--- config.mk ---
export PLATFORM = sky130hd
export DESIGN_NAME = trap_vec_unit
export DESIGN_NICKNAME = d
export VERILOG_FILES = /design/src/rtl/trap_vec_pkg.sv /design/src/rtl/tv_cause_sel.sv /design/src/rtl/tv_base_reg.sv /design/src/rtl/trap_vec_unit.sv
export SDC_FILE = /design/constraint.sdc
export NUM_CORES = 1
export LEC_CHECK = 0
export BUFFER_PORTS_ARGS = -buffer_cell sky130_fd_sc_hd__buf_2
export CAP_MARGIN = 20
export CORE_MARGIN = 4
export CORE_UTILIZATION = 39
export CTS_CLUSTER_DIAMETER = 200
export DETAILED_ROUTE_END_ITERATION = 6
export PLACE_DENSITY = 0.84
export SYNTH_ARGS = -nofsm -noshare
export SYNTH_HDL_FRONTEND = slang
export SYNTH_SLANG_ARGS = --single-unit
--- constraint.sdc ---
create_clock -name clk_i -period 0.95 [get_ports clk_i]
set_clock_uncertainty 0.1 [all_clocks]
set_input_delay 0.095 -clock clk_i [delete_from_list [all_inputs] [get_ports clk_i]]
set_output_delay 0.095 -clock clk_i [all_outputs]
set_load 0.02 [all_outputs]
--- src/rtl/trap_vec_pkg.sv ---
package trap_vec_pkg;
  localparam int NUM_EXC  = 8;
  localparam int NUM_SYNC = NUM_EXC + 1;
  localparam int PRIV_SLOT = 2;  // privileged fault sits between codes 0x02 and 0x04

  localparam logic [7:0] SYNC_CODE [NUM_SYNC] =
    '{8'h01, 8'h02, 8'h03, 8'h04, 8'h05, 8'h06, 8'h07, 8'h0A, 8'h2A};

  localparam logic [7:0] TT_SOFT_BASE = 8'h80;
  localparam logic [7:0] TT_IRQ_BASE  = 8'h10;

  typedef enum logic [1:0] {SRC_NONE, SRC_SYNC, SRC_SOFT, SRC_IRQ} trap_src_e;
endpackage

--- src/rtl/tv_cause_sel.sv ---
module tv_cause_sel
  import trap_vec_pkg::*;
#(
  parameter int TT_W  = 8,
  parameter int SW_W  = 7,
  parameter int IRQ_W = 4
) (
  input  logic [NUM_EXC-1:0] exc_i,
  input  logic               priv_fault_i,
  input  logic               swtrap_i,
  input  logic [SW_W-1:0]    swtrap_num_i,
  input  logic [IRQ_W-1:0]   irq_level_i,
  output logic               req_o,
  output trap_src_e          src_o,
  output logic [TT_W-1:0]    type_o
);
  logic [NUM_SYNC-1:0] sync;
  logic [NUM_SYNC-1:0] grant;
  logic                sync_any;
  logic [TT_W-1:0]     sync_type;

  // merge the privileged fault into the ascending code order
  generate
    for (genvar k = 0; k < NUM_EXC; k++) begin : g_map
      if (k < PRIV_SLOT) begin : g_lo
        assign sync[k] = exc_i[k];
      end else begin : g_hi
        assign sync[k+1] = exc_i[k];
      end
    end
  endgenerate
  assign sync[PRIV_SLOT] = priv_fault_i;

  always_comb begin
    grant     = '0;
    sync_type = '0;
    for (int i = NUM_SYNC - 1; i >= 0; i--) begin
      if (sync[i]) begin
        grant     = '0;
        grant[i]  = 1'b1;
        sync_type = TT_W'(SYNC_CODE[i]);
      end
    end
  end

  assign sync_any = |sync;

  always_comb begin
    if (sync_any) begin
      src_o  = SRC_SYNC;
      type_o = sync_type;
    end else if (swtrap_i) begin
      src_o  = SRC_SOFT;
      type_o = TT_W'(TT_SOFT_BASE) | TT_W'(swtrap_num_i);
    end else if (irq_level_i != '0) begin
      src_o  = SRC_IRQ;
      type_o = TT_W'(TT_IRQ_BASE) + TT_W'(irq_level_i);
    end else begin
      src_o  = SRC_NONE;
      type_o = '0;
    end
  end

  assign req_o = (src_o != SRC_NONE);
endmodule

--- src/rtl/tv_base_reg.sv ---
module tv_base_reg #(
  parameter int XLEN     = 32,
  parameter int BASE_LSB = 12,
  parameter int TT_W     = 8
) (
  input  logic                     clk_i,
  input  logic                     rst_ni,
  input  logic                     base_we_i,
  input  logic [XLEN-1:BASE_LSB]   base_wdata_i,
  input  logic                     tt_we_i,
  input  logic [TT_W-1:0]          tt_i,
  output logic [XLEN-1:BASE_LSB]   base_o,
  output logic [TT_W-1:0]          tt_o
);
  logic [XLEN-1:BASE_LSB] base_q;
  logic [TT_W-1:0]        tt_q;

  always_ff @(posedge clk_i or negedge rst_ni) begin
    if (!rst_ni) begin
      base_q <= '0;
      tt_q   <= '0;
    end else begin
      if (base_we_i) base_q <= base_wdata_i;
      if (tt_we_i)   tt_q   <= tt_i;
    end
  end

  assign base_o = base_q;
  assign tt_o   = tt_q;
endmodule

--- src/rtl/trap_vec_unit.sv ---
module trap_vec_unit
  import trap_vec_pkg::*;
#(
  parameter int XLEN     = 32,
  parameter int BASE_LSB = 12,
  parameter int TT_W     = 8,
  parameter int SW_W     = 7,
  parameter int IRQ_W    = 4
) (
  input  logic               clk_i,
  input  logic               rst_ni,
  input  logic               supervisor_i,
  input  logic               csr_wr_i,
  input  logic               csr_rd_i,
  input  logic [XLEN-1:0]    csr_wdata_i,
  output logic [XLEN-1:0]    csr_rdata_o,
  input  logic [NUM_EXC-1:0] exc_i,
  input  logic               swtrap_i,
  input  logic [SW_W-1:0]    swtrap_num_i,
  input  logic [IRQ_W-1:0]   irq_level_i,
  input  logic               trap_take_i,
  output logic               vec_valid_o,
  output logic [XLEN-1:0]    vec_addr_o,
  output logic [TT_W-1:0]    trap_type_o
);
  localparam int TT_LSB = BASE_LSB - TT_W;

  logic                   priv_fault, take, req, accept, base_we;
  trap_src_e              src;
  logic [TT_W-1:0]        sel_type, tt_q;
  logic [XLEN-1:BASE_LSB] base_q;
  logic [XLEN-1:0]        vec_d, vec_q;
  logic                   valid_q;

  assign priv_fault = (csr_wr_i | csr_rd_i) & ~supervisor_i;
  assign take       = trap_take_i | priv_fault;
  assign accept     = take & req;
  assign base_we    = csr_wr_i & supervisor_i;

  tv_cause_sel #(.TT_W(TT_W), .SW_W(SW_W), .IRQ_W(IRQ_W)) u_sel (
    .exc_i        (exc_i),
    .priv_fault_i (priv_fault),
    .swtrap_i     (swtrap_i),
    .swtrap_num_i (swtrap_num_i),
    .irq_level_i  (irq_level_i),
    .req_o        (req),
    .src_o        (src),
    .type_o       (sel_type)
  );

  tv_base_reg #(.XLEN(XLEN), .BASE_LSB(BASE_LSB), .TT_W(TT_W)) u_reg (
    .clk_i        (clk_i),
    .rst_ni       (rst_ni),
    .base_we_i    (base_we),
    .base_wdata_i (csr_wdata_i[XLEN-1:BASE_LSB]),
    .tt_we_i      (accept),
    .tt_i         (sel_type),
    .base_o       (base_q),
    .tt_o         (tt_q)
  );

  // base is aligned, so concatenation equals base + type*16
  assign vec_d = {base_q, sel_type, {TT_LSB{1'b0}}};

  always_ff @(posedge clk_i or negedge rst_ni) begin
    if (!rst_ni) begin
      valid_q <= 1'b0;
      vec_q   <= '0;
    end else begin
      valid_q <= accept;
      if (accept) vec_q <= vec_d;
    end
  end

  assign vec_valid_o = valid_q;
  assign vec_addr_o  = vec_q;
  assign trap_type_o = tt_q;
  assign csr_rdata_o = {base_q, tt_q, {TT_LSB{1'b0}}};

  assert_take_valid_R3: assert property (@(posedge clk_i) disable iff (!rst_ni)
    (trap_take_i && (exc_i != '0 || swtrap_i || irq_level_i != '0)) |=> vec_valid_o);

  assert_vec_type_R3: assert property (@(posedge clk_i) disable iff (!rst_ni)
    vec_valid_o |-> (vec_addr_o[BASE_LSB-1:TT_LSB] == trap_type_o &&
                     vec_addr_o[XLEN-1:BASE_LSB] == $past(base_q)));

  assert_user_no_write_R8: assert property (@(posedge clk_i) disable iff (!rst_ni)
    priv_fault |=> $stable(csr_rdata_o[XLEN-1:BASE_LSB]));

  assert_priv_type_R8: assert property (@(posedge clk_i) disable iff (!rst_ni)
    (priv_fault && exc_i[1:0] == 2'b00) |=> (vec_valid_o && trap_type_o == TT_W'(8'h03)));

  assert_soft_range_R6: assert property (@(posedge clk_i) disable iff (!rst_ni)
    (trap_take_i && swtrap_i && !priv_fault && exc_i == '0) |=> trap_type_o[TT_W-1]);

  assert_irq_type_R7: assert property (@(posedge clk_i) disable iff (!rst_ni)
    (trap_take_i && !priv_fault && exc_i == '0 && !swtrap_i && irq_level_i != '0)
    |=> trap_type_o == TT_W'(TT_IRQ_BASE) + TT_W'($past(irq_level_i)));

  assert_idle_R9: assert property (@(posedge clk_i) disable iff (!rst_ni)
    (!trap_take_i && !priv_fault) |=> (!vec_valid_o && $stable(trap_type_o)));

  assert_src_sync_R5: assert property (@(posedge clk_i) disable iff (!rst_ni)
    (exc_i != '0 || priv_fault) |-> src == SRC_SYNC);
endmodule

==> Flow_metrics.wiki, run 1 <==
{| class="wikitable"
! Metric !! Value
|-
| Status || finished, violations left
|-
| Failing checks || negative hold slack, negative setup slack
|-
| Die area || 0.00703 sq mm
|-
| Biggest area contributors in the synthesized netlist || dfrtp_1 55%, nand2_1 12%, mux2_2 11%
|-
| Overall die width || 83.8 um
|-
| Source of the critical timing path || exc_i[2]
|-
| Area after detailed placement || 0.00289 sq mm
|-
| Final Cycle Share || 143%
|-
| Hold slack final || -0.0143 ns
|-
| Sequential-to-total area share from yosys stat || 54.7%
|-
| Number of enable-type register cells in the synthesized netlist || 0
|-
| Number of vias in the routed layout || around 2.2k
|-
| Predominant post-synthesis flop cell || dfrtp_1
|-
| P per Cell Area || between 1500 and 2000 mW/mm^2
|-
| Final Critical Period || 1.36 ns
|-
| Root buffer selected by CTS || clkbuf_8
|-
| FF-to-FF setup slack || -0.18 ns
|-
| Met2 usage || 34.4%
|-
| TritonCTS Buffers || 5
|-
| Comb pwr share || 38.3%
|-
| Total of max-cap violations || 0
|-
| DRC || 0
|-
| Antenna diode count || 0
|-
| H-tree depth || 2
|-
| GRT Overall Usage || 19.7%
|-
| Instance count of the mapped netlist || 215
|-
| Cell Chain, Critical Path || buf_6 -> or4_4 -> nor4_4 -> a21o_4 -> buf_12 -> nand2_1 -> o41ai_2
|-
| TritonCTS clock tree || built
|-
| Flip-flop and latch count after synthesis || 49
|-
| Combined area of the multi-input logic cells || 882 sq um
|-
| Reg2Reg Launch Point || u_reg.tt_o[4]
|-
| Sort of element at the end of the critical path || flip-flop
|-
| Initial Util || between 40 and 50%
|-
| Met3 track demand over resource in global routing || 6.52%
|-
| Busiest layer in global routing || met2
|-
| Yosys warns || 0
|-
| Port buffer count || 110
|-
| Share of flip-flops with an asynchronous set or reset || 100%
|-
| Smallest setup slack after layout || -0.407 ns
|-
| Register clock-pin slew on the reported worst setup and hold paths || 0.08 ns
|-
| Overall routed net length || 6960 um
|-
| Maximum vdd drop || 1080 uV
|-
| Total design power || about 6200 uW
|-
| Synth area leader || dfrtp_1
|-
| Maximum buffer depth of the clock tree || 2
|-
| Post-route standard cell area excluding fillers || between 0.004 and 0.005 sq mm
|-
| Dpl hpwl || 4120 um
|-
| FF/Latch Area || 0.00123 sq mm
|-
| Commonest non-fill, non-tap cell in the layout || buf_6
|-
| Hold-fix buffers at CTS || 22
|-
| Start-to-end type of the worst setup path || in -> reg
|-
| Nets || 440
|-
| Static leakage power || 0.00209 uW
|-
| Y dimension of the die || 83.8 um
|-
| Syn Std Cell Area || 0.00224 sq mm
|-
| Mean routed wirelength per cell || 15.3 um
|-
| Met1 layer usage reported by global route || 22.0%
|-
| Max frequency || between 700 and 800 MHz
|-
| Post-route setup TNS || -18.25 ns
|-
| Type of element launching the critical path || input pin
|-
| Initial DRT Pass Iterations || 4
|-
| Area added between synthesis and finish || 78.8%
|-
| Number of routed nets with antenna violations || 0
|-
| Internal portion of total power || 4230 uW
|-
| Number of DRC violations after detailed-routing iteration 0 || 76
|-
| Proportion of power drawn by flip-flops and latches || 42.5%
|-
| Most used cells in the layout excluding fill and tap cells || 85 x buf_6, 73 x nand2_1, 47 x dfrtp_1
|-
| Fraction of layout cells with a size suffix above 1 || 53.0%
|-
| Wire length of the first global-routing pass || 11200 um
|-
| Count of final max-slew check failures || 0
|-
| Core utilization of the finished layout || just over 70%
|-
| Data required, critical path || 1.04 ns
|-
| Gp weighted congestion || around 0.80
|-
| Antenna violations before repair || 0
|-
| Cell count of the worst hold path || 3
|-
| Distinct cell type count after synthesis || 27
|-
| Num ports || 131
|-
| Filler instances || 373
|-
| Clock share of power || 19.3%
|-
| Switching power || 1950 uW
|-
| Core Region || 0.00554 sq mm
|-
| CP Max Fanout || 17
|-
| Worst path max stage delay || 0.56 ns
|-
| Master of the slowest instance on the critical path || or4_4
|-
| Data arrival time of the worst path || 1.45 ns
|-
| Endpoint of the worst register-to-register path || u_reg.tt_o[4]
|-
| Number of cell rows || 27
|-
| Number of endpoints with negative hold slack in the final report || 1
|-
| Grt ovf || 0
|-
| Final-report setup violation count || ~110
|-
| Unrepaired setup endpoints after global routing || yes
|-
| Average size of a mapped cell || 10.4 sq um
|-
| TritonCTS Sinks || between 40 and 50
|-
| Maximum number of pins on one net before global-route repair || 50
|-
| Switching share of power || 31.6%
|-
| Clock insertion delay at the later pin of the skew report || 0.30 ns
|-
| Worst min-delay path endpoint || u_reg.tt_o[5]
|-
| Area share of the largest cell type after synthesis || a little over half
|-
| Worst hold path class || in -> reg
|-
| Hold_sp || exc_i[6]
|-
| Logic depth of the worst register-to-register path || 4
|-
| Ratio of routed vias to standard cells || 4.80
|-
| Number of global-route vias before repair || 2312
|}
synth_stat cells (2+ instances only):
cell and n:
mux2_2 21, clkbuf_1 3, nand2_1 73, dfrtp_1 49, inv_1 2, nor2_1 6
mux2i_1 2, or2_2 2, o211ai_1 2, buf_4 27, o21ai_0 3, a21oi_1 5
o31ai_1 4, nor2b_1 2, buf_6 2
registers in the layout, summed over array words and instances, names as in the netlist:
name,flops
u_reg.base_o,20
vec_valid_o,1
vec_addr_o,21
u_reg.tt_o,7
timing repair:
action	4_1_cts	5_1_grt
pin swaps	3	1
buffers inserted	24	9
setup endpoints to repair	94	111
resized for setup	137	37
endpoints found under the hold margin	71	1
per-layer routing:
layer  vias up  part of all wire, %
met5         -                    0
met1      1025                   38
met2       128                   51
li1       1005                    -
met4         0                  3.0
met3        25                  8.0
worst max-delay path, delay by kind of cell:
kind,cells,cell delay [ns]
AND/OR/NAND/NOR,3,0.82
buffers and inverters,2,0.25
AO/OA/AOI/OAI,2,0.28
power groups by stage:
stage	logic, uW	registers, uW	clock network (uW)
final	2370	2630	1190
after global routing	2520	2670	1340
after CTS	2120	2600	1230
after detailed placement	1440	2590	0
after global placement	1400	2580	0
after floorplan	509	2930	0
cell type report:
cell class,count,share of cell area [%]
Timing Repair Buffer,185,42.5
Clock buffer,7,1.90
Inverter,3,0.468
Tap cell,72,2.25
Sequential cell,49,30.6
Clock inverter,1,0.187
Multi-Input combinational cell,138,22.0
worst max path at each step:
stage	endpoint	slack [ns]
after detailed placement	u_reg.tt_o[5]	-0.75
final	u_reg.tt_o[5]	-0.41
after floorplan	vec_addr_o[12]	-0.65
after CTS	u_reg.tt_o[2]	-0.38
after global routing	u_reg.tt_o[3]	-0.46
after global placement	u_reg.tt_o[2]	-0.70
logic make-up after synthesis:
| group | count (synthesis) | synth area share [%] |
|---|---|---|
| mux | 23 | 11.4 |
| other cells | 1 | 0.167 |
| flops | 49 | 54.7 |
| simple gates | 88 | 16.6 |
| buf+inv | 35 | 11.0 |
| compound gates | 19 | 6.03 |
per-stage QoR:
| stage | cells | setup slack, ns |
|---|---|---|
| after floorplan | 222 | -0.653 |
| after global placement | 392 | -0.701 |
| after detailed placement | 392 | -0.755 |
| after CTS | 446 | -0.384 |
| after global routing | 455 | -0.456 |
| final | 455 | -0.407 |
No activity file was read; power rests on OpenSTA's default activity.
==> run 2: changes to the inputs <==
Settings changed: CORE_UTILIZATION 39 to 43, MAX_ROUTING_LAYER from default to met4, PLACE_DENSITY 0.84 to 0.87.
Clock period 0.95 ns to 1.4 ns, I/O delays scaled along.
==> run 2 against run 1 <==
Net effect: the run now ends clean; non-clock buffer count is 37 lower; via count is 12% lower; combinational power is 58% lower; total power is 41% lower; final area is 21% lower; setup slack better by 0.42 ns; worst hold slack better by 0.027 ns; first-iteration DRC count is 49% lower; global-route usage is 2.0 points lower; clock-buffer cell count stayed put.
==> Flow_metrics.wiki, run 2 (synthesis gave the netlist of run 1 again) <==
{| class="wikitable"
! Metric !! Value
|-
| Post-route standard cell area excluding fillers || 0.00319 sq mm (-21%)
|-
| Max frequency || 720 MHz
|-
| Start-to-end type of the worst setup path || in -> reg
|-
| Maximum number of pins on one net before global-route repair || 50 (unchanged)
|-
| Area after detailed placement || 0.00284 sq mm (-1.7%)
|-
| Number of vias in the routed layout || 1922 (-12%)
|-
| Maximum buffer depth of the clock tree || 2 (unchanged)
|-
| TritonCTS Sinks || 49 (unchanged)
|-
| Fraction of layout cells with a size suffix above 1 || 48.6% (-4.4 points)
|-
| Antenna violations before repair || 0 (unchanged)
|-
| DRC || 0 (unchanged)
|-
| Unrepaired setup endpoints after global routing || yes
|-
| Number of cell rows || 26 (-3.7%)
|-
| Worst hold path class || in -> reg
|-
| Number of flip-flops in the largest register || 21 (unchanged)
|-
| Grt ovf || 0 (unchanged)
|-
| Buffer count from post-CTS setup fixing || 0 (-100%)
|-
| Maximum vdd drop || 782 uV (-27%)
|-
| Hold slack final || 0.0132 ns (+0.0275 ns)
|-
| Final-report setup violation count || 0 (-100%)
|-
| Worst Path Buf+Inv || 1 (-1)
|-
| Nets || 403 (-8.4%)
|-
| Sort of element at the end of the critical path || flip-flop
|-
| Die area || 0.00643 sq mm (-8.4%)
|-
| Master of the slowest instance on the critical path || or4_4
|-
| P per Cell Area || 1140 mW/mm^2 (-26%)
|-
| Clock insertion delay at the later pin of the skew report || 0.28 ns (-0.02 ns)
|-
| Top cell family by delay on the critical path || simple AND/OR/NAND/NOR gates
|-
| GRT Overall Usage || 17.7% (-2.0 points)
|-
| Register clock-pin slew on the reported worst setup and hold paths || 0.09 ns (about the same)
|-
| CP Max Fanout || 3 (-14)
|-
| Initial DRT Pass Iterations || 4 (unchanged)
|-
| Worst path max stage delay || 0.56 ns (about the same)
|-
| Initial Util || 44.2% (+3.7 points)
|-
| Ratio of routed vias to standard cells || 4.62 (-3.7%)
|-
| Gp weighted congestion || 0.843 (+5.4%)
|-
| Number of global-route vias before repair || 1925 (-17%)
|-
| Post-route setup TNS || 0 ns (+18.25 ns)
|-
| Root buffer selected by CTS || clkbuf_8
|-
| TritonCTS Buffers || 5 (unchanged)
|-
| Data required, critical path || 1.48 ns (+0.44 ns)
|-
| Total of max-cap violations || 0 (unchanged)
|-
| Commonest non-fill, non-tap cell in the layout || buf_2
|-
| Final Cycle Share || 99.2%
|-
| H-tree depth || 2 (unchanged)
|-
| Port buffer count || 110 (unchanged)
|-
| Data arrival time of the worst path || 1.47 ns (+0.02 ns)
|-
| TritonCTS clock tree || built
|-
| Number of DRC violations after detailed-routing iteration 0 || 39 (-49%)
|-
| Num ports || 131 (unchanged)
|-
| Count of final max-slew check failures || 0 (unchanged)
|-
| Area added between synthesis and finish || 42.1%
|-
| Number of endpoints with negative hold slack in the final report || 0 (-1)
|-
| Wire length of the first global-routing pass || 8740 um (-22%)
|-
| Status || complete, no violations
|-
| Number of routed nets with antenna violations || 0 (unchanged)
|-
| Most used cells in the layout excluding fill and tap cells || 109 x buf_2, 71 x nand2_1, 49 x dfrtp_1
|-
| Static leakage power || 0.00171 uW (-18%)
|-
| Y dimension of the die || 80.2 um (-4.3%)
|-
| Final Critical Period || 1.39 ns
|-
| Cell Chain, Critical Path || buf_6 -> or4_4 -> or3_4 -> o41ai_2
|-
| Mean routed wirelength per cell || 13.1 um (-14%)
|-
| Filler instances || 426 (+14%)
|-
| Overall die width || 80.2 um (-4.3%)
|-
| Dpl hpwl || 3880 um (-5.8%)
|-
| Core Region || 0.00507 sq mm (-8.4%)
|-
| Type of element launching the critical path || input pin
|-
| Antenna diode count || 0 (unchanged)
|-
| Overall routed net length || 5440 um (-22%)
|}
[run 2: changes by cell type in the layout (fill, tap and decap cells not counted), sizes merged]
cell / previous run / this run
buf: 163 / 127
clkinvlp: 1 / 0
dlygate4sd3: 22 / 21
inv: 3 / 4
[run 2: path summary, 6_finish.rpt]
path | startpoint | to | slack, ns | depth (start not counted)
setup / recovery | exc_i[2] | u_reg.tt_o[5] | 0.01 | 4
min in group asynchronous | rst_ni | vec_addr_o[23] | 0.26 | 3
hold reg to reg | vec_addr_o[24] | vec_addr_o[24] | 0.37 | 2
hold / removal | swtrap_num_i[6] | u_reg.tt_o[6] | 0.01 | 3
max in group asynchronous | rst_ni | u_reg.tt_o[0] | 0.71 | 3
setup reg to reg | u_reg.tt_o[4] | u_reg.tt_o[4] | 0.45 | 3
[run 2: tightest hold or removal path, stage by stage]
cell     delay (ns)
buf_2          0.10
nand3_1        0.07
o21ai_0        0.06
[run 2: layer usage]
layer  vias up  GRT usage [%]  wire length (um)
met1       912           19.4              2010
li1        927              -                 -
met3         8           3.03               328
met2        75           32.5              3030
met4         0           5.57                74
met5         -              -                 0
[run 2: final cells by class]
| class | instances | area, sq um | area share (%) |
|---|---|---|---|
| clock buffers | 7 | 96.3 | 3.02 |
| clock inverters | 1 | 8.76 | 0.275 |
| inverters | 3 | 16.3 | 0.511 |
| multi-input cells | 138 | 815 | 25.6 |
| flip-flops and latches | 49 | 1230 | 38.5 |
| well taps | 70 | 87.6 | 2.75 |
| repair buffers | 148 | 936 | 29.4 |
[run 2: where the power goes]
part / internal [uW] / switching, uW / leakage, uW
Combinational: 406 / 592 / 0.00106
Sequential: 1610 / 120 / 0.000594
Clock: 457 / 451 / 0.0000549
Total: 2470 / 1160 / 0.00171
[run 2: timing repair]
action,in CTS,in global routing
hold buffers,21,0
resized for setup,4,5
hold endpoints to repair,69,0
setup endpoints to repair,3,13
pin swaps,1,1
[run 2: stage by stage]
step	total power [uW]	util, %	setup slack (ns)	std cells
floorplan	2330	-	-0.248	222
global placement	2680	55.9	-0.282	387
detailed placement	2710	55.9	-0.401	387
CTS	3690	62.5	0.00111	416
global route	3860	62.8	-0.0156	416
finish	3630	62.8	0.0118	416
